===== config.mk =====
export PLATFORM = sky130hd
export DESIGN_NAME = cell_drop_detector
export DESIGN_NICKNAME = d
export VERILOG_FILES = /design/src/rtl/cdd_pkg.sv /design/src/rtl/cdd_pacer.sv /design/src/rtl/cdd_accum.sv /design/src/rtl/cdd_judge.sv /design/src/rtl/cell_drop_detector.sv
export SDC_FILE = /design/constraint.sdc
export NUM_CORES = 1
export LEC_CHECK = 0
export BUFFER_PORTS_ARGS = -buffer_cell sky130_fd_sc_hd__buf_4
export CORE_ASPECT_RATIO = 0.7
export CORE_UTILIZATION = 25
export CTS_BUF_LIST = sky130_fd_sc_hd__clkbuf_4 sky130_fd_sc_hd__clkbuf_8 sky130_fd_sc_hd__clkbuf_16
export DETAILED_ROUTE_END_ITERATION = 16
export GPL_TIMING_DRIVEN = 0
export SYNTH_ARGS = -nofsm -noshare
export SYNTH_HDL_FRONTEND = slang
export SYNTH_SLANG_ARGS = --single-unit

===== constraint.sdc =====
create_clock -name clk -period 5.02 [get_ports clk]
set_input_delay 0.502 -clock clk [delete_from_list [all_inputs] [get_ports clk]]
set_output_delay 0.502 -clock clk [all_outputs]
set_load 0.02 [all_outputs]

===== src/rtl/cdd_pkg.sv =====
package cdd_pkg;
  typedef enum logic {
    TM_PEAK  = 1'b0,
    TM_DELTA = 1'b1
  } term_mode_e;
endpackage


===== src/rtl/cdd_pacer.sv =====
module cdd_pacer
  import cdd_pkg::*;
#(
  parameter int INTERVAL_TICKS = 298246,
  parameter int SPACE_TICKS    = 1,
  parameter int LOG_N_PEAK     = 5,
  parameter int LOG_N_DELTA    = 4
) (
  input  logic       clk,
  input  logic       rst,
  input  logic       clr,
  input  logic       tick,
  input  logic       mode,
  output logic       conv_req,
  output term_mode_e burst_mode
);
  localparam int LOG_MAX = (LOG_N_PEAK > LOG_N_DELTA) ? LOG_N_PEAK : LOG_N_DELTA;
  localparam int REQ_W   = LOG_MAX + 1;
  localparam int IV_W    = $clog2(INTERVAL_TICKS + 1);
  localparam int SP_W    = $clog2(SPACE_TICKS + 1);
  localparam logic [IV_W-1:0]  IV_LAST = IV_W'(INTERVAL_TICKS - 1);
  localparam logic [SP_W-1:0]  SP_LAST = SP_W'(SPACE_TICKS - 1);
  localparam logic [REQ_W-1:0] LEFT_P  = REQ_W'((1 << LOG_N_PEAK) - 1);
  localparam logic [REQ_W-1:0] LEFT_D  = REQ_W'((1 << LOG_N_DELTA) - 1);

  logic [IV_W-1:0]  iv_cnt;
  logic [SP_W-1:0]  sp_cnt;
  logic [REQ_W-1:0] req_left;
  logic             busy;
  logic             iv_wrap;

  assign iv_wrap = tick && (iv_cnt == IV_LAST);

  always_ff @(posedge clk) begin
    if (rst || clr) begin
      iv_cnt     <= '0;
      sp_cnt     <= '0;
      req_left   <= '0;
      busy       <= 1'b0;
      conv_req   <= 1'b0;
      burst_mode <= TM_PEAK;
    end else begin
      conv_req <= 1'b0;
      if (tick) begin
        iv_cnt <= iv_wrap ? '0 : iv_cnt + 1'b1;
      end
      if (iv_wrap && !busy) begin
        busy       <= 1'b1;
        burst_mode <= term_mode_e'(mode);
        conv_req   <= 1'b1;
        req_left   <= mode ? LEFT_D : LEFT_P;
        sp_cnt     <= '0;
      end else if (busy && tick) begin
        if (sp_cnt == SP_LAST) begin
          sp_cnt <= '0;
          if (req_left == '0) begin
            busy <= 1'b0;
          end else begin
            conv_req <= 1'b1;
            req_left <= req_left - 1'b1;
          end
        end else begin
          sp_cnt <= sp_cnt + 1'b1;
        end
      end
    end
  end

  AST_REQ_IN_BURST: assert property (@(posedge clk) disable iff (rst)
    conv_req |-> busy);
  AST_MODE_HELD: assert property (@(posedge clk) disable iff (rst)
    (busy && $past(busy) && !$past(clr) && !$past(rst)) |-> $stable(burst_mode));
endmodule


===== src/rtl/cdd_accum.sv =====
module cdd_accum
  import cdd_pkg::*;
#(
  parameter int CODE_W      = 12,
  parameter int LOG_N_PEAK  = 5,
  parameter int LOG_N_DELTA = 4
) (
  input  logic              clk,
  input  logic              rst,
  input  logic              clr,
  input  logic              conv_valid,
  input  logic [CODE_W-1:0] conv_code,
  input  term_mode_e        burst_mode,
  output logic              avg_valid,
  output logic [CODE_W-1:0] avg_code,
  output term_mode_e        avg_mode
);
  localparam int LOG_MAX = (LOG_N_PEAK > LOG_N_DELTA) ? LOG_N_PEAK : LOG_N_DELTA;
  localparam int SUM_W   = CODE_W + LOG_MAX;
  localparam int CNT_W   = LOG_MAX + 1;
  localparam logic [CNT_W-1:0] LAST_P = CNT_W'((1 << LOG_N_PEAK) - 1);
  localparam logic [CNT_W-1:0] LAST_D = CNT_W'((1 << LOG_N_DELTA) - 1);

  logic [SUM_W-1:0]  sum_q;
  logic [SUM_W-1:0]  sum_next;
  logic [CNT_W-1:0]  cnt_q;
  logic [CNT_W-1:0]  cnt_last;
  logic [CODE_W-1:0] mean;

  always_comb begin
    sum_next = sum_q + SUM_W'(conv_code);
    cnt_last = (burst_mode == TM_DELTA) ? LAST_D : LAST_P;
    mean     = (burst_mode == TM_DELTA) ? CODE_W'(sum_next >> LOG_N_DELTA)
                                        : CODE_W'(sum_next >> LOG_N_PEAK);
  end

  always_ff @(posedge clk) begin
    if (rst || clr) begin
      sum_q     <= '0;
      cnt_q     <= '0;
      avg_valid <= 1'b0;
      avg_code  <= '0;
      avg_mode  <= TM_PEAK;
    end else begin
      avg_valid <= 1'b0;
      if (conv_valid) begin
        if (cnt_q == cnt_last) begin
          avg_valid <= 1'b1;
          avg_code  <= mean;
          avg_mode  <= burst_mode;
          sum_q     <= '0;
          cnt_q     <= '0;
        end else begin
          sum_q <= sum_next;
          cnt_q <= cnt_q + 1'b1;
        end
      end
    end
  end

  AST_ACC_BOUND: assert property (@(posedge clk) disable iff (rst)
    cnt_q <= LAST_P || cnt_q <= LAST_D);
  AST_AVG_SINGLE: assert property (@(posedge clk) disable iff (rst)
    avg_valid |=> !avg_valid);
endmodule


===== src/rtl/cdd_judge.sv =====
module cdd_judge
  import cdd_pkg::*;
#(
  parameter int CODE_W    = 12,
  parameter int HOLD_W    = 24,
  parameter int THR_PEAK  = 5,
  parameter int THR_DELTA = 24,
  parameter int WIN_LO    = 2000,
  parameter int WIN_HI    = 4000
) (
  input  logic              clk,
  input  logic              rst,
  input  logic              clr,
  input  logic              tick,
  input  logic [HOLD_W-1:0] holdoff_ticks,
  input  logic              avg_valid,
  input  logic [CODE_W-1:0] avg_code,
  input  term_mode_e        avg_mode,
  output logic              sample_valid,
  output logic [CODE_W-1:0] sample_code,
  output logic              term
);
  localparam logic [CODE_W-1:0] LO_C  = CODE_W'(WIN_LO);
  localparam logic [CODE_W-1:0] HI_C  = CODE_W'(WIN_HI);
  localparam logic [CODE_W-1:0] THR_P = CODE_W'(THR_PEAK);
  localparam logic [CODE_W-1:0] THR_D = CODE_W'(THR_DELTA);

  logic [HOLD_W-1:0] hold_cnt;
  logic              hold_active;
  logic [CODE_W-1:0] peak;
  logic              peak_ok;
  logic              fired;
  logic              in_win;
  logic [CODE_W-1:0] thr;
  logic              drop_hit;

  always_comb begin
    hold_active = hold_cnt < holdoff_ticks;
    in_win      = (avg_code > LO_C) && (avg_code < HI_C);
    thr         = (avg_mode == TM_DELTA) ? THR_D : THR_P;
    drop_hit    = peak_ok && (peak >= avg_code) && ((peak - avg_code) >= thr);
  end

  always_ff @(posedge clk) begin
    if (rst || clr) begin
      hold_cnt <= '0;
    end else if (tick && hold_active) begin
      hold_cnt <= hold_cnt + 1'b1;
    end
  end

  always_ff @(posedge clk) begin
    if (rst || clr) begin
      peak         <= '0;
      peak_ok      <= 1'b0;
      fired        <= 1'b0;
      sample_valid <= 1'b0;
      sample_code  <= '0;
      term         <= 1'b0;
    end else begin
      sample_valid <= avg_valid;
      term         <= 1'b0;
      if (avg_valid) begin
        sample_code <= avg_code;
        if (in_win && !hold_active) begin
          if (drop_hit && !fired) begin
            term  <= 1'b1;
            fired <= 1'b1;
          end
          if (!peak_ok || avg_code > peak) begin
            peak    <= avg_code;
            peak_ok <= 1'b1;
          end
        end
      end
    end
  end

  AST_TERM_WITH_SAMPLE: assert property (@(posedge clk) disable iff (rst)
    term |-> sample_valid);
  AST_TERM_WINDOW: assert property (@(posedge clk) disable iff (rst)
    term |-> (sample_code > LO_C && sample_code < HI_C));
  AST_NO_TERM_HOLD: assert property (@(posedge clk) disable iff (rst)
    term |-> !$past(hold_active));
  AST_TERM_ONCE: assert property (@(posedge clk) disable iff (rst)
    term |-> !$past(fired));
  AST_PEAK_MONO: assert property (@(posedge clk) disable iff (rst)
    (!$past(clr) && !$past(rst)) |-> peak >= $past(peak));
  AST_CLR_FORGETS: assert property (@(posedge clk) disable iff (rst)
    $past(clr) |-> (!peak_ok && !fired));
endmodule


===== src/rtl/cell_drop_detector.sv =====
module cell_drop_detector
  import cdd_pkg::*;
#(
  parameter int CODE_W         = 12,
  parameter int HOLD_W         = 24,
  parameter int INTERVAL_TICKS = 298246,
  parameter int SPACE_TICKS    = 1,
  parameter int LOG_N_PEAK     = 5,
  parameter int LOG_N_DELTA    = 4,
  parameter int THR_PEAK       = 5,
  parameter int THR_DELTA      = 24,
  parameter int WIN_LO         = 2000,
  parameter int WIN_HI         = 4000
) (
  input  logic              clk,
  input  logic              rst,
  input  logic              clr,
  input  logic              tick,
  input  logic              mode,
  input  logic [HOLD_W-1:0] holdoff_ticks,
  output logic              conv_req,
  input  logic              conv_valid,
  input  logic [CODE_W-1:0] conv_code,
  output logic              sample_valid,
  output logic [CODE_W-1:0] sample_code,
  output logic              term
);
  term_mode_e        burst_mode;
  logic              avg_valid;
  logic [CODE_W-1:0] avg_code;
  term_mode_e        avg_mode;

  cdd_pacer #(
    .INTERVAL_TICKS(INTERVAL_TICKS), .SPACE_TICKS(SPACE_TICKS),
    .LOG_N_PEAK(LOG_N_PEAK), .LOG_N_DELTA(LOG_N_DELTA)
  ) u_pacer (
    .clk(clk), .rst(rst), .clr(clr), .tick(tick), .mode(mode),
    .conv_req(conv_req), .burst_mode(burst_mode)
  );

  cdd_accum #(
    .CODE_W(CODE_W), .LOG_N_PEAK(LOG_N_PEAK), .LOG_N_DELTA(LOG_N_DELTA)
  ) u_accum (
    .clk(clk), .rst(rst), .clr(clr), .conv_valid(conv_valid),
    .conv_code(conv_code), .burst_mode(burst_mode),
    .avg_valid(avg_valid), .avg_code(avg_code), .avg_mode(avg_mode)
  );

  cdd_judge #(
    .CODE_W(CODE_W), .HOLD_W(HOLD_W), .THR_PEAK(THR_PEAK),
    .THR_DELTA(THR_DELTA), .WIN_LO(WIN_LO), .WIN_HI(WIN_HI)
  ) u_judge (
    .clk(clk), .rst(rst), .clr(clr), .tick(tick),
    .holdoff_ticks(holdoff_ticks), .avg_valid(avg_valid),
    .avg_code(avg_code), .avg_mode(avg_mode),
    .sample_valid(sample_valid), .sample_code(sample_code), .term(term)
  );

  AST_OUT_RESET: assert property (@(posedge clk)
    $past(rst) |-> (!conv_req && !sample_valid && !term));
endmodule


==> impl_metrics.csv, run 1 <==
group,metric,value,unit
yosys,synth_top_area_share,32.7,%
global_route,grt_max_degree,17,
setup_path,cp-start-kind,"flop",
clocking,path_clk_slew,60,ps
yosys,synth_edf_count,0,
layout,seqCellArea,0.00234,mm^2
die,core_area,0.0279,mm^2
global_route,track_usage,13.9,%
timing,post-route-period-util,61.7,%
die,start_util,25.6,%
yosys,synth.largest_area_cell,"dfxtp_1",
global_route,grt_pass1_vias,6128,
die,fp.dieH,144,um
placement,place.gp.congestion,0.823,
layout,fill_cells,2986,
layout,fin_area,0.00867,mm^2
clocking,clkSinkCount,117,
yosys,async_flop_share,0,%
setup_path,worstPathRequired,5270,ps
timing,rsz0062_at_grt,"false",
clocking,ctsHoldBuffers,0,
timing,final_hold_viol_count,0,
global_route,grt_overflow_total,0,
yosys,synthCells,880,
yosys,synth.area.top_cells,"dfxtp_1 (33%), ha_1 (10%), mux2i_1 (5.2%)",
drt,vias,6616,
global_route,grt_pass1_wl,32200,um
drt,drt_iter0_markers,470,
timing,setup_viol,0,
placement,placed_area,0.00804,mm^2
power_and_ir_drop,powerDensity,280,mW/mm^2
placement,portBuffers,55,
clocking,clockBufferDepth,2,
setup_path,path_class,"flop to flop",
die,pin_count,57,
status,status,"finished, final reports clean",
clocking,numCtsBuffers,17,
layout,antenna_cells,0,
yosys,synth_flop_cell,"dfxtp_1",
die,die_w,204,um
placement,place_ws,2020,ps
power_and_ir_drop,ir_worst_vdd,230,uV
timing,max_slew_margin,30.3,%
drt,ant_nets,0,
yosys,synth_sequential_area_ratio,32.7,%
yosys,avgSynthCellArea,8.14,um^2
clocking,post_cts_buffers,0,
timing,finalCriticalPeriod,3100,ps
die,rows,51,
layout,nNetsFinal,1055,
job,drv_cap,0,
yosys,synth_area,0.00716,mm^2
min_path,min_path_type,"input port to flop",
yosys,syn-num-nets,981,
die,die_area,0.0293,mm^2
setup_path,path_max_fanout,5,
drt,drc_errors,0,
timing,worstMarginPinSlew,1040,ps
setup_path,setup.worst_path.end_class,"flop",
yosys,ys_ff_latch,117,
clocking,cts_resized,0,
placement,place_hpwl,14700,um
timing,fmax,0.323,GHz
setup_path,arrival,3350,ps
drt,first_pass_iters,5,
global_route,antenna_found_initial,1,
timing,slew_violations,0,
timing,setup_ws,1920,ps
clocking,cts_max_level,4,
timing,clock-skew-final,9.34,ps
yosys,synth.distinct_cells,68,
yosys,synth_most_common_cell,"dfxtp_1",
yosys,synthTopCellsByCount,"dfxtp_1 (117), nor2_1 (86), nand2_1 (80)",
timing,finalHoldWorstSlack,338,ps
clocking,cts_tree,"yes",
drt,viasPerCell,4.94,
timing,fin_tns_setup,0,ps
layout,layout-drive-gt1-share,10.8,%
yosys,ys_warn_count,0,
power_and_ir_drop,p_leak,3.33,nW
clocking,cts_root_buf,"clkbuf_16",
layout,multiInputGateArea,0.00445,mm^2
clocking,clk_latency,430,ps
layout,syn_to_final_growth,21.0,%
drt,wirelength,19800,um
drt,wl_per_cell,14.8,um
[cell type report]
type / instances / share of cell area (%)
Sequential cell: 117 / 27.0
Clock inverter: 13 / 2.08
Multi-Input combinational cell: 669 / 51.4
Inverter: 50 / 2.17
Tap cell: 371 / 5.36
Timing Repair Buffer: 55 / 4.76
Buffer: 44 / 2.06
Clock buffer: 19 / 5.15
[sequential cells by signal, indices dropped and copies added (netlist names)]
name / cells
u_accum.avg_code: 12
u_accum.avg_mode: 1
u_accum.avg_valid: 1
u_accum.cnt_q: 6
u_accum.sum_q: 17
u_judge.fired: 1
u_judge.hold_cnt: 24
u_judge.peak: 12
u_judge.peak_ok: 1
u_judge.sample_code: 12
u_judge.sample_valid: 1
u_judge.term: 1
u_pacer.burst_mode: 1
u_pacer.busy: 1
u_pacer.conv_req: 1
u_pacer.iv_cnt: 19
u_pacer.req_left: 6
[power by group]
part | internal, W | switching [W] | leakage, nW | total (W)
clock | 0.000846 | 0.000467 | 0.303 | 0.00131
sequential | 0.000935 | 0.00000429 | 0.943 | 0.000939
combinational | 0.0000683 | 0.000106 | 2.09 | 0.000174
[kinds of logic after synthesis]
family / Yosys count / share of synthesized area, %
buffers and inverters: 94 / 5.12
AO/OA/AOI/OAI: 204 / 18.6
multiplexers: 38 / 5.33
XOR/XNOR: 43 / 5.26
flip-flops: 117 / 32.7
AND/OR/NAND/NOR: 325 / 22.5
adder cells (fa/ha/maj): 59 / 10.5
[path summary, 6_finish.rpt]
path | depth (start not counted) | slack (ps) | start | end
max | 10 | 1920 | u_accum.avg_code[0] | u_judge.term
min reg2reg | 2 | 460 | u_judge.fired | u_judge.fired
max reg2reg | 10 | 1920 | u_accum.avg_code[0] | u_judge.term
min | 3 | 340 | mode | u_pacer.burst_mode
[layer usage]
layer,wire [um],share of wire [%],track usage (%),vias up
li1,-,-,-,3319
met1,10700,54,20.5,3131
met2,7870,40,19.6,141
met3,1060,5.3,3.36,25
met4,247,1.2,4.01,0
met5,0,0,0,-
[through the flow]
step	instances	utilization, %	total power [W]
global placement	1306	28.8	0.00113
global route	1338	31.0	0.00251
floorplan	880	-	0.00107
finish	1338	31.0	0.00243
detailed placement	1306	28.8	0.00113
CTS	1338	31.0	0.00244
[placed cells by master, fill, tap and decap left out, types with 17 or more instances in the layout]
cell type,netlist,final
ha_1,57,57
mux2i_1,37,37
clkbuf_1,36,36
nor2_1,86,86
clkbuf_16,0,17
nand2_1,80,80
inv_1,50,50
nand3_1,29,29
or3_1,29,29
o21ai_0,41,41
buf_4,0,55
a21oi_1,61,61
xor2_1,27,27
nand4_1,25,25
dfxtp_1,117,117
[worst max-delay path, stage by stage, from the launching register on]
cell       delay [ps]
dfxtp_1           430
ha_1              220
inv_1              60
fa_1              420
a211oi_1          240
o21ai_0           160
o211ai_1          210
o2bb2ai_1         220
mux2i_1           260
nor4_1             90
nor4_1            600
No activity file was read; power rests on OpenSTA's default activity.
==> run 2, diff against run 1 <==
Settings changed: ABC_AREA from default to 1.
Clock period 5.02 ns to 2.7 ns, I/O delays scaled along.
==> run 2 against run 1 <==
Effect of this change:
- non-clock buffer count is 11 lower
- total power is 82% higher
- synthesized area is 6.0% higher
- sequential share of layout area is 1.4 points lower
- routed wire length is 2.1% higher
- critical endpoint unchanged
- final cell count is 23% higher
- clock skew hardly changed
- register-to-register slack worse by 1700 ps
- synthesized cell count is 30% higher
- setup slack worse by 1700 ps
- sequential power is 86% higher
- critical path type unchanged
- critical path depth is 5 higher
==> impl_metrics.csv, run 2 <==
group,metric,value,unit
clocking,clkSinkCount,117,
drt,met1_length,10900,um
drt,wl_met3,991,um
die,rows,52,
global_route,grt_pass1_vias,6790,
yosys,syn-num-nets,1249,
setup_path,cp_common_cell,"nand2_1",
clocking,cts_max_level,4,
layout,reg_top3,"u_judge.hold_cnt: 24 flops, u_pacer.iv_cnt: 19 flops, u_accum.sum_q: 17 flops",
yosys,synth_edf_count,0,
placement,portBuffers,56,
timing,post-route-period-util,91.7,%
layout,nNetsFinal,1324,
setup_path,path_cells,"ha_1, inv_1, fa_1, xor2_1, ha_1, o21ai_0, nand2_1, nand2_1, nand2_1, nand3_1, nand3_1, nor2_1, nand2_1, nand2_1, inv_1",
setup_path,worstPathRequired,3020,ps
yosys,synth.area.top_cells,"dfxtp_1 (31%), nand2_1 (15%), ha_1 (9.4%)",
job,drv_cap,0,
setup_path,path_class,"flop to flop",
global_route,grt_max_degree,17,
setup_path,arrival,2800,ps
drt,viasPerCell,4.48,
layout,fin_area,0.00914,mm^2
layout,multiInputGateArea,0.00452,mm^2
yosys,synthTopCellsByCount,"nand2_1 (313), inv_1 (153), dfxtp_1 (117)",
setup_path,cp-start-kind,"flop",
layout,syn_to_final_growth,20.4,%
drt,vias,7354,
clocking,ctsHoldBuffers,0,
yosys,synth.distinct_cells,41,
yosys,synthCells,1148,
layout,layout-drive-gt1-share,9.55,%
die,start_util,25.9,%
clocking,cts_tree,"yes",
clocking,post_cts_buffers,0,
setup_path,slowest_delay,440,ps
layout,antenna_cells,0,
drt,top_layer,"met4",
power_and_ir_drop,p_leak,4.07,nW
die,pin_count,57,
layout,layout_common_cells,"nand2_1 (313), inv_1 (153), dfxtp_1 (117)",
placement,place_ws,154,ps
clocking,cts_resized,0,
global_route,antenna_found_initial,0,
yosys,synth_top_area_share,30.9,%
yosys,async_flop_share,0,%
layout,mostFrequentLayoutCell,"nand2_1",
layout,regMostFlops,"u_judge.hold_cnt",
layout,largest_reg_flops,24,
placement,place_hpwl,16000,um
timing,fmax,0.404,GHz
timing,rsz0062_at_grt,"false",
placement,place.gp.congestion,0.919,
clocking,clk_latency,420,ps
drt,wirelength,20300,um
die,fp.dieH,148,um
timing,slew_violations,0,
drt,drt_iter0_markers,565,
drt,first_pass_iters,5,
yosys,synth_sequential_area_ratio,30.9,%
timing,final_hold_viol_count,0,
yosys,synth_area,0.00759,mm^2
min_path,min_path_type,"input port to flop",
power_and_ir_drop,powerDensity,483,mW/mm^2
yosys,avgSynthCellArea,6.61,um^2
clocking,clockBufferDepth,2,
timing,max_slew_margin,31.3,%
global_route,grt_overflow_total,0,
power_and_ir_drop,finalPower,0.00442,W
drt,ant_nets,0,
status,status,"finished, final reports clean",
drt,wl_per_cell,12.3,um
power_and_ir_drop,ir_worst_vdd,443,uV
yosys,ys_ff_latch,117,
timing,clock-skew-final,9.50,ps
clocking,numCtsBuffers,17,
clocking,cts_root_buf,"clkbuf_16",
die,core_area,0.0293,mm^2
die,die_w,210,um
yosys,synth_most_common_cell,"nand2_1",
layout,fill_cells,3190,
drt,wl_met2,8260,um
timing,finalCriticalPeriod,2480,ps
layout,seqCellArea,0.00234,mm^2
timing,worstMarginPinSlew,1030,ps
clocking,path_clk_slew,60,ps
yosys,synth_flop_cell,"dfxtp_1",
setup_path,setup.worst_path.end_class,"flop",
timing,setup_ws,223,ps
placement,placed_area,0.00852,mm^2
yosys,ys_warn_count,0,
timing,setup_viol,0,
setup_path,critPathSlowestCell,"fa_1",
die,die_area,0.0311,mm^2
global_route,track_usage,13.6,%
global_route,grt_pass1_wl,34000,um
setup_path,path_max_fanout,4,
timing,fin_tns_setup,0,ps
drt,drc_errors,0,
yosys,synth.largest_area_cell,"dfxtp_1",
==> run 2: critical path: cells and delay by family (launching register included) <==
family,cells,cell delay [ps]
compound gates,1,80
xor+xnor,1,200
fa+ha+maj,3,920
buf+inv,2,130
flops,1,390
simple gates,8,660
==> run 2: logic make-up (layout without fill, tap and decap cells) <==
group                    count (synthesis)  in the layout  synth area share [%]
AND/OR/NAND/NOR                        593            593                  33.9
buffers and inverters                  186            274                  9.63
AO/OA/AOI/OAI                          154            154                  11.2
flip-flops                             117            117                  30.9
adder cells (fa/ha/maj)                 59             59                  9.92
XOR/XNOR                                39             39                  4.50
==> run 2: stage by stage <==
stage / cells / hold WS [ps] / util (%)
final: 1641 / 156 / 31.1
after detailed placement: 1609 / 455 / 29.0
after global placement: 1609 / 448 / 29.0
after global routing: 1641 / 167 / 31.1
after CTS: 1641 / 139 / 31.1
after floorplan: 1148 / 427 / -
==> run 2: final timing paths <==
kind / start / end / slack [ps] / depth (start not counted)
min: conv_valid / u_accum.cnt_q[0] / 160 / 3
min reg2reg: u_judge.fired / u_judge.fired / 460 / 2
max reg2reg: u_accum.avg_code[0] / u_judge.term / 220 / 15
max: u_accum.avg_code[0] / u_judge.term / 220 / 15
==> run 2: final cells by class <==
type | count | area share, %
Multi-Input combinational cell | 845 | 49.4
Sequential cell | 117 | 25.6
Inverter | 154 | 6.32
Tap cell | 405 | 5.54
Clock buffer | 17 | 4.65
Timing Repair Buffer | 56 | 4.60
Clock inverter | 15 | 2.15
Buffer | 32 | 1.67
==> run 2: routing by layer <==
metal  GRT usage (%)  vias up
met3            2.46        9
met2            20.3      158
met1            20.2     3284
met5               0        -
met4            2.96        0
li1                -     3903
==> run 2: where the power goes <==
group / leakage [nW] / switching, W / internal, W
Clock: 0.300 / 0.000914 / 0.00148
Combinational: 2.82 / 0.000173 / 0.000107
Sequential: 0.944 / 0.00000901 / 0.00174
==> run 3, diff against run 2 <==
Settings changed: ABC_AREA 1 to default, CAP_MARGIN from default to 10.
==> run 3 against run 2 <==
Effect of this change:
- first-iteration DRC count fell by 11%
- combinational power rose by 18%
- sequential share of layout area rose by 0.85 points
- fmax fell by 7.6%
- final cell count fell by 18%
- final area fell by 2.7%
- die area fell by 5.6%
- sequential power barely moved
- count of clock-buffer cells in the layout rose by 2
- hold slack got worse by 49 ps
- clock power rose by 2%
==> impl_metrics.csv, run 3 (same netlist as run 1, synthesis figures left out) <==
group,metric,value,unit
status,status,"finished, final reports clean",
timing,worstMarginPinSlew,1100,ps
placement,portBuffers,55,
clocking,numCtsBuffers,17,
layout,largest_reg_flops,24,
layout,mostFrequentLayoutCell,"dfxtp_1",
drt,vias,6665,
timing,post-route-period-util,99.3,%
setup_path,cp-start-kind,"flop",
drt,wl_per_cell,15.1,um
clocking,clk_latency,430,ps
die,die_area,0.0293,mm^2
layout,syn_to_final_growth,24.2,%
clocking,clkSinkCount,117,
drt,viasPerCell,4.97,
clocking,cts_max_level,4,
layout,layout-drive-gt1-share,14.9,%
power_and_ir_drop,p_sw_share,23.7,%
timing,final_hold_viol_count,0,
timing,fin_tns_setup,0,ps
timing,slew_violations,0,
global_route,grt_max_degree,17,
layout,fill_cells,2960,
drt,ant_nets,0,
timing,rsz0062_at_grt,"true",
power_and_ir_drop,powerDensity,507,mW/mm^2
die,pin_count,57,
clocking,ctsHoldBuffers,0,
global_route,grt_pass1_vias,6157,
setup_path,path_class,"flop to flop",
clocking,cts_root_buf,"clkbuf_16",
layout,fin_area,0.00889,mm^2
placement,placed_area,0.00804,mm^2
layout,antenna_cells,0,
setup_path,path_max_fanout,3,
timing,setup_viol,0,
power_and_ir_drop,ir_worst_vdd,433,uV
die,fp.dieH,144,um
timing,clock-skew-final,15.1,ps
layout,instances_no_fill,1341,
setup_path,worstPathRequired,2980,ps
setup_path,setup.worst_path.end_class,"flop",
drt,drc_errors,0,
layout,regMostFlops,"u_judge.hold_cnt",
die,die_w,204,um
timing,finalCriticalPeriod,2680,ps
layout,nNetsFinal,1058,
min_path,min_path_type,"input port to flop",
placement,place_hpwl,14700,um
placement,placedCellCount,1306,
clocking,path_clk_slew,60,ps
layout,reg_top3,"u_judge.hold_cnt: 24 flops, u_pacer.iv_cnt: 19 flops, u_accum.sum_q: 17 flops",
global_route,grt_pass1_wl,32200,um
job,drv_cap,0,
clocking,clockBufferDepth,2,
placement,place.gp.congestion,0.823,
clocking,cts_tree,"yes",
setup_path,arrival,2960,ps
timing,fmax,0.373,GHz
power_and_ir_drop,p_leak,3.42,nW
timing,setup_ws,19.3,ps
die,start_util,25.6,%
power_and_ir_drop,p_int,0.00344,W
global_route,track_usage,13.9,%
drt,drt_iter0_markers,501,
power_and_ir_drop,p_switching,0.00107,W
timing,max_slew_margin,26.2,%
timing,finalHoldWorstSlack,107,ps
power_and_ir_drop,comb_power_share,7.3,%
drt,wirelength,20300,um
drt,first_pass_iters,5,
global_route,grt_overflow_total,0,
die,core_area,0.0279,mm^2
global_route,antenna_found_initial,0,
power_and_ir_drop,clkPwrFrac,54.0,%
placement,place_ws,-299,ps
layout,layout_common_cells,"dfxtp_1 (111), nor2_1 (86), nand2_1 (80)",
power_and_ir_drop,seqPwrFrac,38.7,%
die,rows,51,
==> run 3: worst paths after layout <==
| kind | to | from | depth (start not counted) | slack (ps) |
|---|---|---|---|---|
| worst max-delay path | u_judge.fired | u_accum.avg_code[0] | 11 | 20 |
| worst min-delay path | u_pacer.burst_mode | mode | 3 | 110 |
| worst max register to register | u_judge.fired | u_accum.avg_code[0] | 11 | 20 |
| worst min register to register | u_judge.peak[10] | u_judge.peak[10] | 2 | 460 |
==> run 3: final cells by class <==
cell class	instances	area, um^2	share of cell area [%]
Sequential cell	117	2350	26.5
Clock inverter	13	180	2.03
Buffer	44	193	2.17
Inverter	50	188	2.11
Clock buffer	19	447	5.02
Multi-Input combinational cell	669	4630	52.1
Tap cell	371	464	5.22
Timing Repair Buffer	58	435	4.90
==> run 3: power groups by stage <==
stage / sequential [W] / combinational, W / clock (W)
2_1_floorplan: 0.00178 / 0.000199 / 0
3_3_place_gp: 0.00178 / 0.000317 / 0
3_5_place_dp: 0.00178 / 0.000322 / 0
4_1_cts: 0.00175 / 0.000325 / 0.00247
5_1_grt: 0.00174 / 0.000367 / 0.00256
6_report: 0.00174 / 0.000330 / 0.00243
==> run 3: layer usage <==
layer  GRT usage (%)  wire, um
met1            20.5     10600
met2            19.7      8260
met3            3.36      1140
met4            4.01       249
met5               0         0
==> run 3: metrics by stage <==
step	power (W)	util (%)
2_1_floorplan	0.00198	-
3_3_place_gp	0.00210	28.8
3_5_place_dp	0.00211	28.8
4_1_cts	0.00454	31.1
5_1_grt	0.00467	31.8
6_report	0.00451	31.8
==> run 3: worst max-delay path, stage by stage (launching register included) <==
cell and delay [ps]:
dfxtp_4 370, ha_4 130, inv_2 40, fa_2 410, a21o_1 180, a21oi_2 170, xnor2_2 110, ha_2 190
a2111oi_4 210, o2111ai_2 200, nor4_4 410, o31ai_1 120
==> run 3: what timing repair did <==
action                                  CTS  global route
endpoints found under the setup margin   13            35
gates resized for setup                   9            55
pin swaps                                 2            14
setup buffers                             0             3
